--- config.mk ---
export PLATFORM = sky130hd
export DESIGN_NAME = ref_quality_monitor
export DESIGN_NICKNAME = d
export VERILOG_FILES = /design/src/rtl/rcqm_pkg.sv /design/src/rtl/rcqm_edge_sync.sv /design/src/rtl/rcqm_window.sv /design/src/rtl/rcqm_los_timer.sv /design/src/rtl/rcqm_classify.sv /design/src/rtl/ref_quality_monitor.sv
export SDC_FILE = /design/constraint.sdc
export NUM_CORES = 1
export LEC_CHECK = 0
export ABC_AREA = 1
export BUFFER_PORTS_ARGS = -buffer_cell sky130_fd_sc_hd__clkbuf_2
export CAP_MARGIN = 15
export CORE_ASPECT_RATIO = 2
export CORE_UTILIZATION = 57
export DETAILED_ROUTE_END_ITERATION = 8
export PLACE_DENSITY = 0.77
export SYNTH_ARGS = -nofsm -noshare
export SYNTH_HDL_FRONTEND = slang
export SYNTH_SLANG_ARGS = --single-unit
export TNS_END_PERCENT = 10
--- constraint.sdc ---
create_clock -name clk -period 2.8 [get_ports clk]
set_clock_uncertainty 0.1 [all_clocks]
set_input_delay 0.42 -clock clk [delete_from_list [all_inputs] [get_ports clk]]
set_output_delay 0.42 -clock clk [all_outputs]
set_load 0.01 [all_outputs]
--- src/rtl/rcqm_pkg.sv ---
package rcqm_pkg;
  typedef enum logic [1:0] {
    RATE_8K = 2'b00,
    RATE_T1 = 2'b01,
    RATE_E1 = 2'b10,
    RATE_HI = 2'b11
  } rate_t;

  // Allowed count error for a given expected count and ppm limit (floored).
  function automatic int ppm_tol(int exp_cnt, int ppm);
    longint prod;
    prod = longint'(exp_cnt) * longint'(ppm);
    return int'(prod / 64'sd1000000);
  endfunction
endpackage

--- src/rtl/rcqm_edge_sync.sv ---
module rcqm_edge_sync (
  input  logic clk,
  input  logic rst_n,
  input  logic ref_async,
  output logic rise_o,
  output logic fall_o
);
  logic meta_q, sync_q, prev_q;

  always_ff @(posedge clk) begin
    if (!rst_n) begin
      meta_q <= 1'b0;
      sync_q <= 1'b0;
      prev_q <= 1'b0;
    end else begin
      meta_q <= ref_async;
      sync_q <= meta_q;
      prev_q <= sync_q;
    end
  end

  assign rise_o = sync_q & ~prev_q;
  assign fall_o = ~sync_q & prev_q;
endmodule

--- src/rtl/rcqm_window.sv ---
module rcqm_window #(
  parameter int GATE_CYCLES = 4096,
  localparam int WW = $clog2(GATE_CYCLES),
  localparam int CW = $clog2(GATE_CYCLES + 1)
) (
  input  logic          clk,
  input  logic          rst_n,
  input  logic          rise_i,
  input  logic          fall_i,
  output logic          win_end_o,
  output logic [CW-1:0] rise_tot_o,
  output logic [CW-1:0] fall_tot_o
);
  logic [WW-1:0] win_q;
  logic [1:0]    ev;
  logic [CW-1:0] tot [2];

  assign win_end_o = (win_q == WW'(GATE_CYCLES - 1));
  assign ev = {fall_i, rise_i};

  always_ff @(posedge clk) begin
    if (!rst_n)         win_q <= '0;
    else if (win_end_o) win_q <= '0;
    else                win_q <= win_q + 1'b1;
  end

  for (genvar g = 0; g < 2; g++) begin : g_tally
    logic [CW-1:0] acc_q;
    assign tot[g] = acc_q + CW'(ev[g]);
    always_ff @(posedge clk) begin
      if (!rst_n)         acc_q <= '0;
      else if (win_end_o) acc_q <= '0;
      else                acc_q <= tot[g];
    end
    // a window can never hold more edges than it has cycles
    p_tally_bound_r2: assert property (@(posedge clk) disable iff (!rst_n)
      acc_q <= CW'(GATE_CYCLES));
  end

  assign rise_tot_o = tot[0];
  assign fall_tot_o = tot[1];
endmodule

--- src/rtl/rcqm_los_timer.sv ---
module rcqm_los_timer #(
  parameter int LOS_CYCLES = 1536,
  localparam int TW = $clog2(LOS_CYCLES + 1)
) (
  input  logic clk,
  input  logic rst_n,
  input  logic edge_i,
  output logic lost_o
);
  logic [TW-1:0] tmr_q;

  assign lost_o = (tmr_q == TW'(LOS_CYCLES));

  always_ff @(posedge clk) begin
    if (!rst_n)      tmr_q <= '0;
    else if (edge_i) tmr_q <= '0;
    else if (!lost_o) tmr_q <= tmr_q + 1'b1;
  end

  // a selected edge always restarts the silence count
  p_edge_restarts_r5: assert property (@(posedge clk) disable iff (!rst_n)
    edge_i |=> !lost_o);
endmodule

--- src/rtl/rcqm_classify.sv ---
module rcqm_classify
  import rcqm_pkg::*;
#(
  parameter int CW         = 13,
  parameter int EXP_8K     = 4,
  parameter int EXP_T1     = 64,
  parameter int EXP_E1     = 128,
  parameter int EXP_HI     = 1024,
  parameter int NARROW_PPM = 104,
  parameter int WIDE_PPM   = 30000
) (
  input  logic [CW-1:0] rise_tot_i,
  input  logic [CW-1:0] fall_tot_i,
  output logic          match_o,
  output rate_t         code_o,
  output logic          narrow_ok_o
);
  localparam int EXP_F [3] = '{EXP_8K, EXP_T1, EXP_E1};
  localparam int HI_WT = ppm_tol(EXP_HI, WIDE_PPM);
  localparam int HI_NT = ppm_tol(EXP_HI, NARROW_PPM);

  logic [2:0] f_in, f_tight;
  logic       hi_in, hi_tight;
  logic signed [31:0] hi_dev;

  assign hi_dev   = $signed({{(32-CW){1'b0}}, rise_tot_i}) - EXP_HI;
  assign hi_in    = (hi_dev >= -HI_WT) && (hi_dev <= HI_WT);
  assign hi_tight = (hi_dev >= -HI_NT) && (hi_dev <= HI_NT);

  for (genvar g = 0; g < 3; g++) begin : g_fall
    localparam int WT = ppm_tol(EXP_F[g], WIDE_PPM);
    localparam int NT = ppm_tol(EXP_F[g], NARROW_PPM);
    logic signed [31:0] dev;
    assign dev        = $signed({{(32-CW){1'b0}}, fall_tot_i}) - EXP_F[g];
    assign f_in[g]    = (dev >= -WT) && (dev <= WT);
    assign f_tight[g] = (dev >= -NT) && (dev <= NT);
  end

  always_comb begin
    match_o     = 1'b0;
    code_o      = RATE_8K;
    narrow_ok_o = 1'b0;
    if (hi_in) begin
      match_o     = 1'b1;
      code_o      = RATE_HI;
      narrow_ok_o = hi_tight;
    end else begin
      for (int i = 2; i >= 0; i--) begin
        if (f_in[i]) begin
          match_o     = 1'b1;
          code_o      = rate_t'(2'(i));
          narrow_ok_o = f_tight[i];
        end
      end
    end
  end
endmodule

--- src/rtl/ref_quality_monitor.sv ---
module ref_quality_monitor
  import rcqm_pkg::*;
#(
  parameter int GATE_CYCLES = 4096,
  parameter int LOS_CYCLES  = 1536,
  parameter int EXP_8K      = 4,
  parameter int EXP_T1      = 64,
  parameter int EXP_E1      = 128,
  parameter int EXP_HI      = 1024,
  parameter int NARROW_PPM  = 104,
  parameter int WIDE_PPM    = 30000,
  localparam int CW = $clog2(GATE_CYCLES + 1)
) (
  input  logic       clk,
  input  logic       rst_n,
  input  logic       ref_in,
  output logic [1:0] rate_code,
  output logic       holdover,
  output logic       freq_limit,
  output logic       holdover_req
);
  logic          rise, fall, sel_edge, lost, win_end;
  logic [CW-1:0] rise_tot, fall_tot;
  logic          match, narrow_ok, loss_seen_q, win_bad;
  rate_t         code, rate_q;

  rcqm_edge_sync u_sync (
    .clk(clk), .rst_n(rst_n), .ref_async(ref_in),
    .rise_o(rise), .fall_o(fall)
  );

  rcqm_window #(.GATE_CYCLES(GATE_CYCLES)) u_win (
    .clk(clk), .rst_n(rst_n), .rise_i(rise), .fall_i(fall),
    .win_end_o(win_end), .rise_tot_o(rise_tot), .fall_tot_o(fall_tot)
  );

  // Timing edge follows the identified rate: rising only for the fast rate.
  assign sel_edge = (rate_q == RATE_HI) ? rise : fall;

  rcqm_los_timer #(.LOS_CYCLES(LOS_CYCLES)) u_los (
    .clk(clk), .rst_n(rst_n), .edge_i(sel_edge), .lost_o(lost)
  );

  rcqm_classify #(
    .CW(CW), .EXP_8K(EXP_8K), .EXP_T1(EXP_T1), .EXP_E1(EXP_E1),
    .EXP_HI(EXP_HI), .NARROW_PPM(NARROW_PPM), .WIDE_PPM(WIDE_PPM)
  ) u_cls (
    .rise_tot_i(rise_tot), .fall_tot_i(fall_tot),
    .match_o(match), .code_o(code), .narrow_ok_o(narrow_ok)
  );

  assign win_bad = loss_seen_q | lost;

  always_ff @(posedge clk) begin
    if (!rst_n) begin
      rate_q      <= RATE_8K;
      holdover    <= 1'b1;
      freq_limit  <= 1'b1;
      loss_seen_q <= 1'b0;
    end else if (win_end) begin
      holdover    <= ~match | win_bad;
      freq_limit  <= ~match | win_bad | ~narrow_ok;
      if (match && !win_bad) rate_q <= code;
      loss_seen_q <= 1'b0;
    end else if (lost) begin
      holdover    <= 1'b1;
      freq_limit  <= 1'b1;
      loss_seen_q <= 1'b1;
    end
  end

  assign rate_code    = rate_q;
  assign holdover_req = holdover;

  // the wide flag never stands without the narrow one
  p_hold_implies_limit_r4: assert property (@(posedge clk) disable iff (!rst_n)
    holdover |-> freq_limit);
  // the code only moves on a window boundary
  p_code_at_window_r6: assert property (@(posedge clk) disable iff (!rst_n)
    !win_end |=> $stable(rate_code));
  // the flags only clear on a window boundary
  p_hold_clear_window_r7: assert property (@(posedge clk) disable iff (!rst_n)
    $fell(holdover) |-> $past(win_end));
  p_limit_clear_window_r7: assert property (@(posedge clk) disable iff (!rst_n)
    $fell(freq_limit) |-> $past(win_end));
  // silence forces holdover on the next cycle
  p_loss_forces_hold_r5: assert property (@(posedge clk) disable iff (!rst_n)
    lost |=> holdover);
  // a window ending in loss keeps the code
  p_loss_keeps_code_r9: assert property (@(posedge clk) disable iff (!rst_n)
    (win_end && win_bad) |=> $stable(rate_code));
endmodule

==> results.txt <==
STA classifies the critical path endpoint as a flip-flop. The area used by sequential logic in the layout came out at 1150 um^2. Sequential cells were found to cover 32.7% of the synthesized design area. The fraction of synthesized cell area taken by the top area cell type came out at 32.7%.

In this design, the stage delay of the slowest critical-path cell is 0.36 ns. The number of placement rows is 40. Power spread over the standard cell area amounts to 441 nW/um^2. The flow ran to the end, but the final reports show violations. The startpoint-to-endpoint class of the critical path is flip-flop to flip-flop. The final standard cell count with taps included and fillers excluded is 660.

The final number of max-transition violations is 0. The fraction of the cycle the final worst path needs came out at 103%. Global routing used 31.9% of the available tracks across all layers. The area of the core region is 5960 um^2. After global routing, the most crowded layer is met2. The final-layout worst hold slack came out at 0.176 ns. In this run the cell area measured after placement is 3820 um^2. The cell area after synthesis is 3490 um^2. Relative to the synthesized area, the layout overhead comes to 26.9%. Counting along the longest clock path gives a buffer depth of 2.

The most instantiated flip-flop cell in the synthesis netlist is dfxtp_1. The number of enable-type register cells in the synthesized netlist is 0. The share of total power consumed by net switching is 21.7%. The number of warning messages in the yosys log is 0. The sum of negative setup slack came out at -0.288 ns. The number of placed instances with taps included came out at 632.

The smallest setup slack after layout is -0.0800 ns. The fill cell instance count of the final layout is 461. The layout net count is 607.

The cell at the root of the clock tree is clkbuf_16. The detailed-placement wirelength estimate is 6650 um. The highest clock frequency the design can meet came out at 0.347 GHz. The minimum period implied by the final worst setup slack came out at 2.88 ns. The via count of the first global-routing pass is 3654.

The worst max-slew margin expressed relative to the limit came out at 62.3%. The maximum number of pins on one net before global-route repair is 26. The element type at the critical path start is a flip-flop.

Global routing used 10.1% of the available met3 tracks. The met2 layer usage reported by global route came out at 58.4%. The detailed-router iteration count before antenna repair is 5.

The static power due to leakage came out at 2.00 nW. The number of antenna repair diodes came out at 0. Of the cells placed in the final design, the portion with a size suffix greater than 1 is 25.0%.

The number of buffers inserted during clock tree synthesis came out at 9. The initial utilization of the core area, before any placement, comes to 58.6%. dfxtp_1 takes more of the synthesized area than any other cell. The clock transition time at the flip-flop clock pins of the worst setup and hold paths is 0.06 ns. The most common cell type on the critical path is nand2_2. The pin slew with the least headroom to its limit is 0.564 ns. The xor/xnor share of the synthesized area is 3.48%.

Setup repair after global routing could not meet its margin everywhere. Walking the worst path, the cells encountered are inv_2 > nor2_4 > ha_4 > buf_4 > nand2_1 > nor2_2 > nand2_1 > nand2_2 > nand2_4 > inv_4 > ha_2 > nand3_1 > nand2_2 > nand2_1 > a21oi_1 > nand4_1 > nand3_1 > nand2_2 > nand2_2 > nand3_1 > nor2_1 > nor2_1. The mux cell area share after synthesis came out at 0%.

The core utilization of the finished layout came out at 74.4%. The sequential share of power came out at 42.5%. The CTS H-tree depth came out at 3. For this design, the sink count on the clock tree is 57. The critical path data arrival time is 3.01 ns. The number of synthesized register bits is 57.

The fraction of synthesis flops using an asynchronous set or reset pin is 0%. The post-detailed-route via-to-cell ratio is 5.54. For this block, the initial DRC count from the detailed router was 144. The final layout contains routed wiring with a total length of 9600 um. Before CTS, the worst setup slack after placement is -0.220 ns.

Summed over all nets, the switching power comes to 0.423 mW. The chip height is 113 um. The adder-cell share of the synthesized area came out at 4.30%. Yosys attributes the largest share of cell area to dfxtp_1 33%, nand2_1 14%, inv_1 8.7%. The routability congestion estimate from global placement is 0.902. Combinational cells account for 2.9% of the total power. The final reports fail on negative setup slack.

The footprint of the multi-input gates came out at 2220 um^2. The number of buffer and inverter instances along the worst setup path is 3. The initial antenna violation count is 0. The internal power is 1.53 mW. The overflow left after global routing came out at 0. The total number of vias is 3655. The area enclosed by the die boundary is 6460 um^2.

TritonCTS built the clock tree. The synthesized netlist devotes 4.91% of its cell area to compound gates. Across the VDD grid, the largest voltage drop is 0.500 mV. The start point of the critical path is u_sync.prev_q.

The worst hold path begins at ref_in. The post-synthesis instance total is 538. The clock reaches the later pin of the worst-skew pair after 0.33 ns. Of all nets on the critical path, the largest fanout is 3.

The number of endpoints with negative hold slack in the final report is 0. The final count of negative-setup-slack endpoints is 4. The final instance area came out at 4430 um^2. The remaining antenna violation count after routing is 0. The DRC violation count after routing is 0. The startpoint identified for the worst register-to-register timing path is u_sync.prev_q. The average routed wire per standard cell is 14.5 um.

The floorplan die width came out at 57.3 um. By area, the combinational part of the netlist is dominated by simple AND/OR/NAND/NOR gates. Of the total synthesized cell area, the portion taken by AND, OR, NAND and NOR gates is 44.6%. The count of buffers added on input and output ports is 7.

Per report_power, the clock group accounts for 54.5% of the total. Grouping stages by cell kind, the critical path spends the most delay in simple AND/OR/NAND/NOR gates. The top-level I/O count came out at 8.

The mean instance size in the synthesized netlist is 6.49 um^2. The number of different library cells used by synthesis comes to 34. For met1 alone, demand over resource in global routing was 26.0%. The total power after layout is 1.95 mW. The cell with the largest stage delay on the worst path is dfxtp_4. The first-pass GRT wire length is 15500 um. Max-cap violations in this run came to 0.

The data required time of the critical path is 2.93 ns. When the netlist entered floorplanning its net count stood at 553. In this run the worst hold path is classified as primary input to flip-flop.
[layer usage]
metal / vias to the layer above / routed length, um
met5: - / 0
met4: 0 / 736
met3: 57 / 410
met2: 103 / 5310
met1: 1688 / 3140
li1: 1807 / -
[cells in the mapped netlist, types with 11 or more instances]
| master | n |
|---|---|
| nand2_1 | 129 |
| o21ai_0 | 13 |
| inv_1 | 81 |
| nor2_1 | 80 |
| nand4_1 | 14 |
| ha_1 | 12 |
| dfxtp_1 | 57 |
| a21oi_1 | 13 |
| nand2_2 | 11 |
| nor3_1 | 15 |
| nand3_1 | 54 |
[worst register-to-register path: stages (launching register included)]
cell and delay [ns]:
dfxtp_4 0.36, inv_2 0.04, nor2_4 0.13, ha_4 0.17
buf_4 0.10, nand2_1 0.06, nor2_2 0.15, nand2_1 0.08
nand2_2 0.08, nand2_4 0.06, inv_4 0.07, ha_2 0.17
nand3_1 0.10, nand2_2 0.13, nand2_1 0.08, a21oi_1 0.22
nand4_1 0.16, nand3_1 0.13, nand2_2 0.07, nand2_2 0.09
nand3_1 0.07, nor2_1 0.10, nor2_1 0.05
[worst paths after layout]
check	depth (start not counted)	end	slack (ns)
worst max-delay path	22	rate_code[1]	-0.08
worst min-delay path	3	u_sync.meta_q	0.18
worst max register to register	22	rate_code[1]	-0.08
worst min register to register	2	u_sync.sync_q	0.32
[final cells by class]
class / count / area share [%]
clock inverter: 5 / 1.27
multi-input combinational: 391 / 50.0
sequential: 57 / 25.9
inverter: 84 / 7.29
timing repair buffer: 49 / 8.44
tap: 63 / 1.78
clock buffer: 11 / 5.25
[sequential cells by signal, indices dropped and copies added, names as in the netlist]
name,count
u_sync.meta_q,1
u_win.win_q,12
u_los.tmr_q,11
loss_seen_q,1
u_sync.prev_q,1
u_win.g_tally.acc_q,26
u_sync.sync_q,1
rate_code,2
freq_limit,1
holdover,1
[cell families (layout without fill, tap and decap cells)]
kind of cell | after synthesis | in the layout
XOR/XNOR | 13 | 13
flip-flops | 57 | 57
AND/OR/NAND/NOR | 334 | 334
AO/OA/AOI/OAI | 32 | 32
adder cells (fa/ha/maj) | 12 | 12
buffers and inverters | 90 | 149
[layout by cell type (no fill, tap or decap), types with 3 or more instances in the layout]
cell type  count
nand3_2        5
nand3b_1       3
clkbuf_2       7
xnor2_1        4
o21ai_0       13
ha_1           3
clkbuf_16      9
nor2_1        74
nor2_4        12
buf_4         38
nor2_2        10
a21oi_1       13
buf_6          3
nand4_1       14
nor3_1        12
dfxtp_1       55
xor2_1         7
inv_1         73
inv_4          3
nor4_1         3
ha_4           7
nor3_2         3
nand2_2       25
nand3_1       50
nand2_1      114
inv_2          7
[power groups by stage]
| stage | sequential [mW] | clock, mW | combinational, mW |
|---|---|---|---|
| floorplan | 0.845 | 0 | 0.0363 |
| global placement | 0.846 | 0 | 0.0476 |
| detailed placement | 0.847 | 0 | 0.0498 |
| CTS | 0.831 | 1.08 | 0.0549 |
| global route | 0.832 | 1.12 | 0.0641 |
| finish | 0.831 | 1.06 | 0.0567 |
[what timing repair did]
action | CTS | global route
gates resized for setup | 35 | 29
hold buffers | 0 | 0
setup buffers | 8 | 5
pin swaps | 16 | 23
setup endpoints to repair | 4 | 4
No activity file was read; power rests on OpenSTA's default activity.
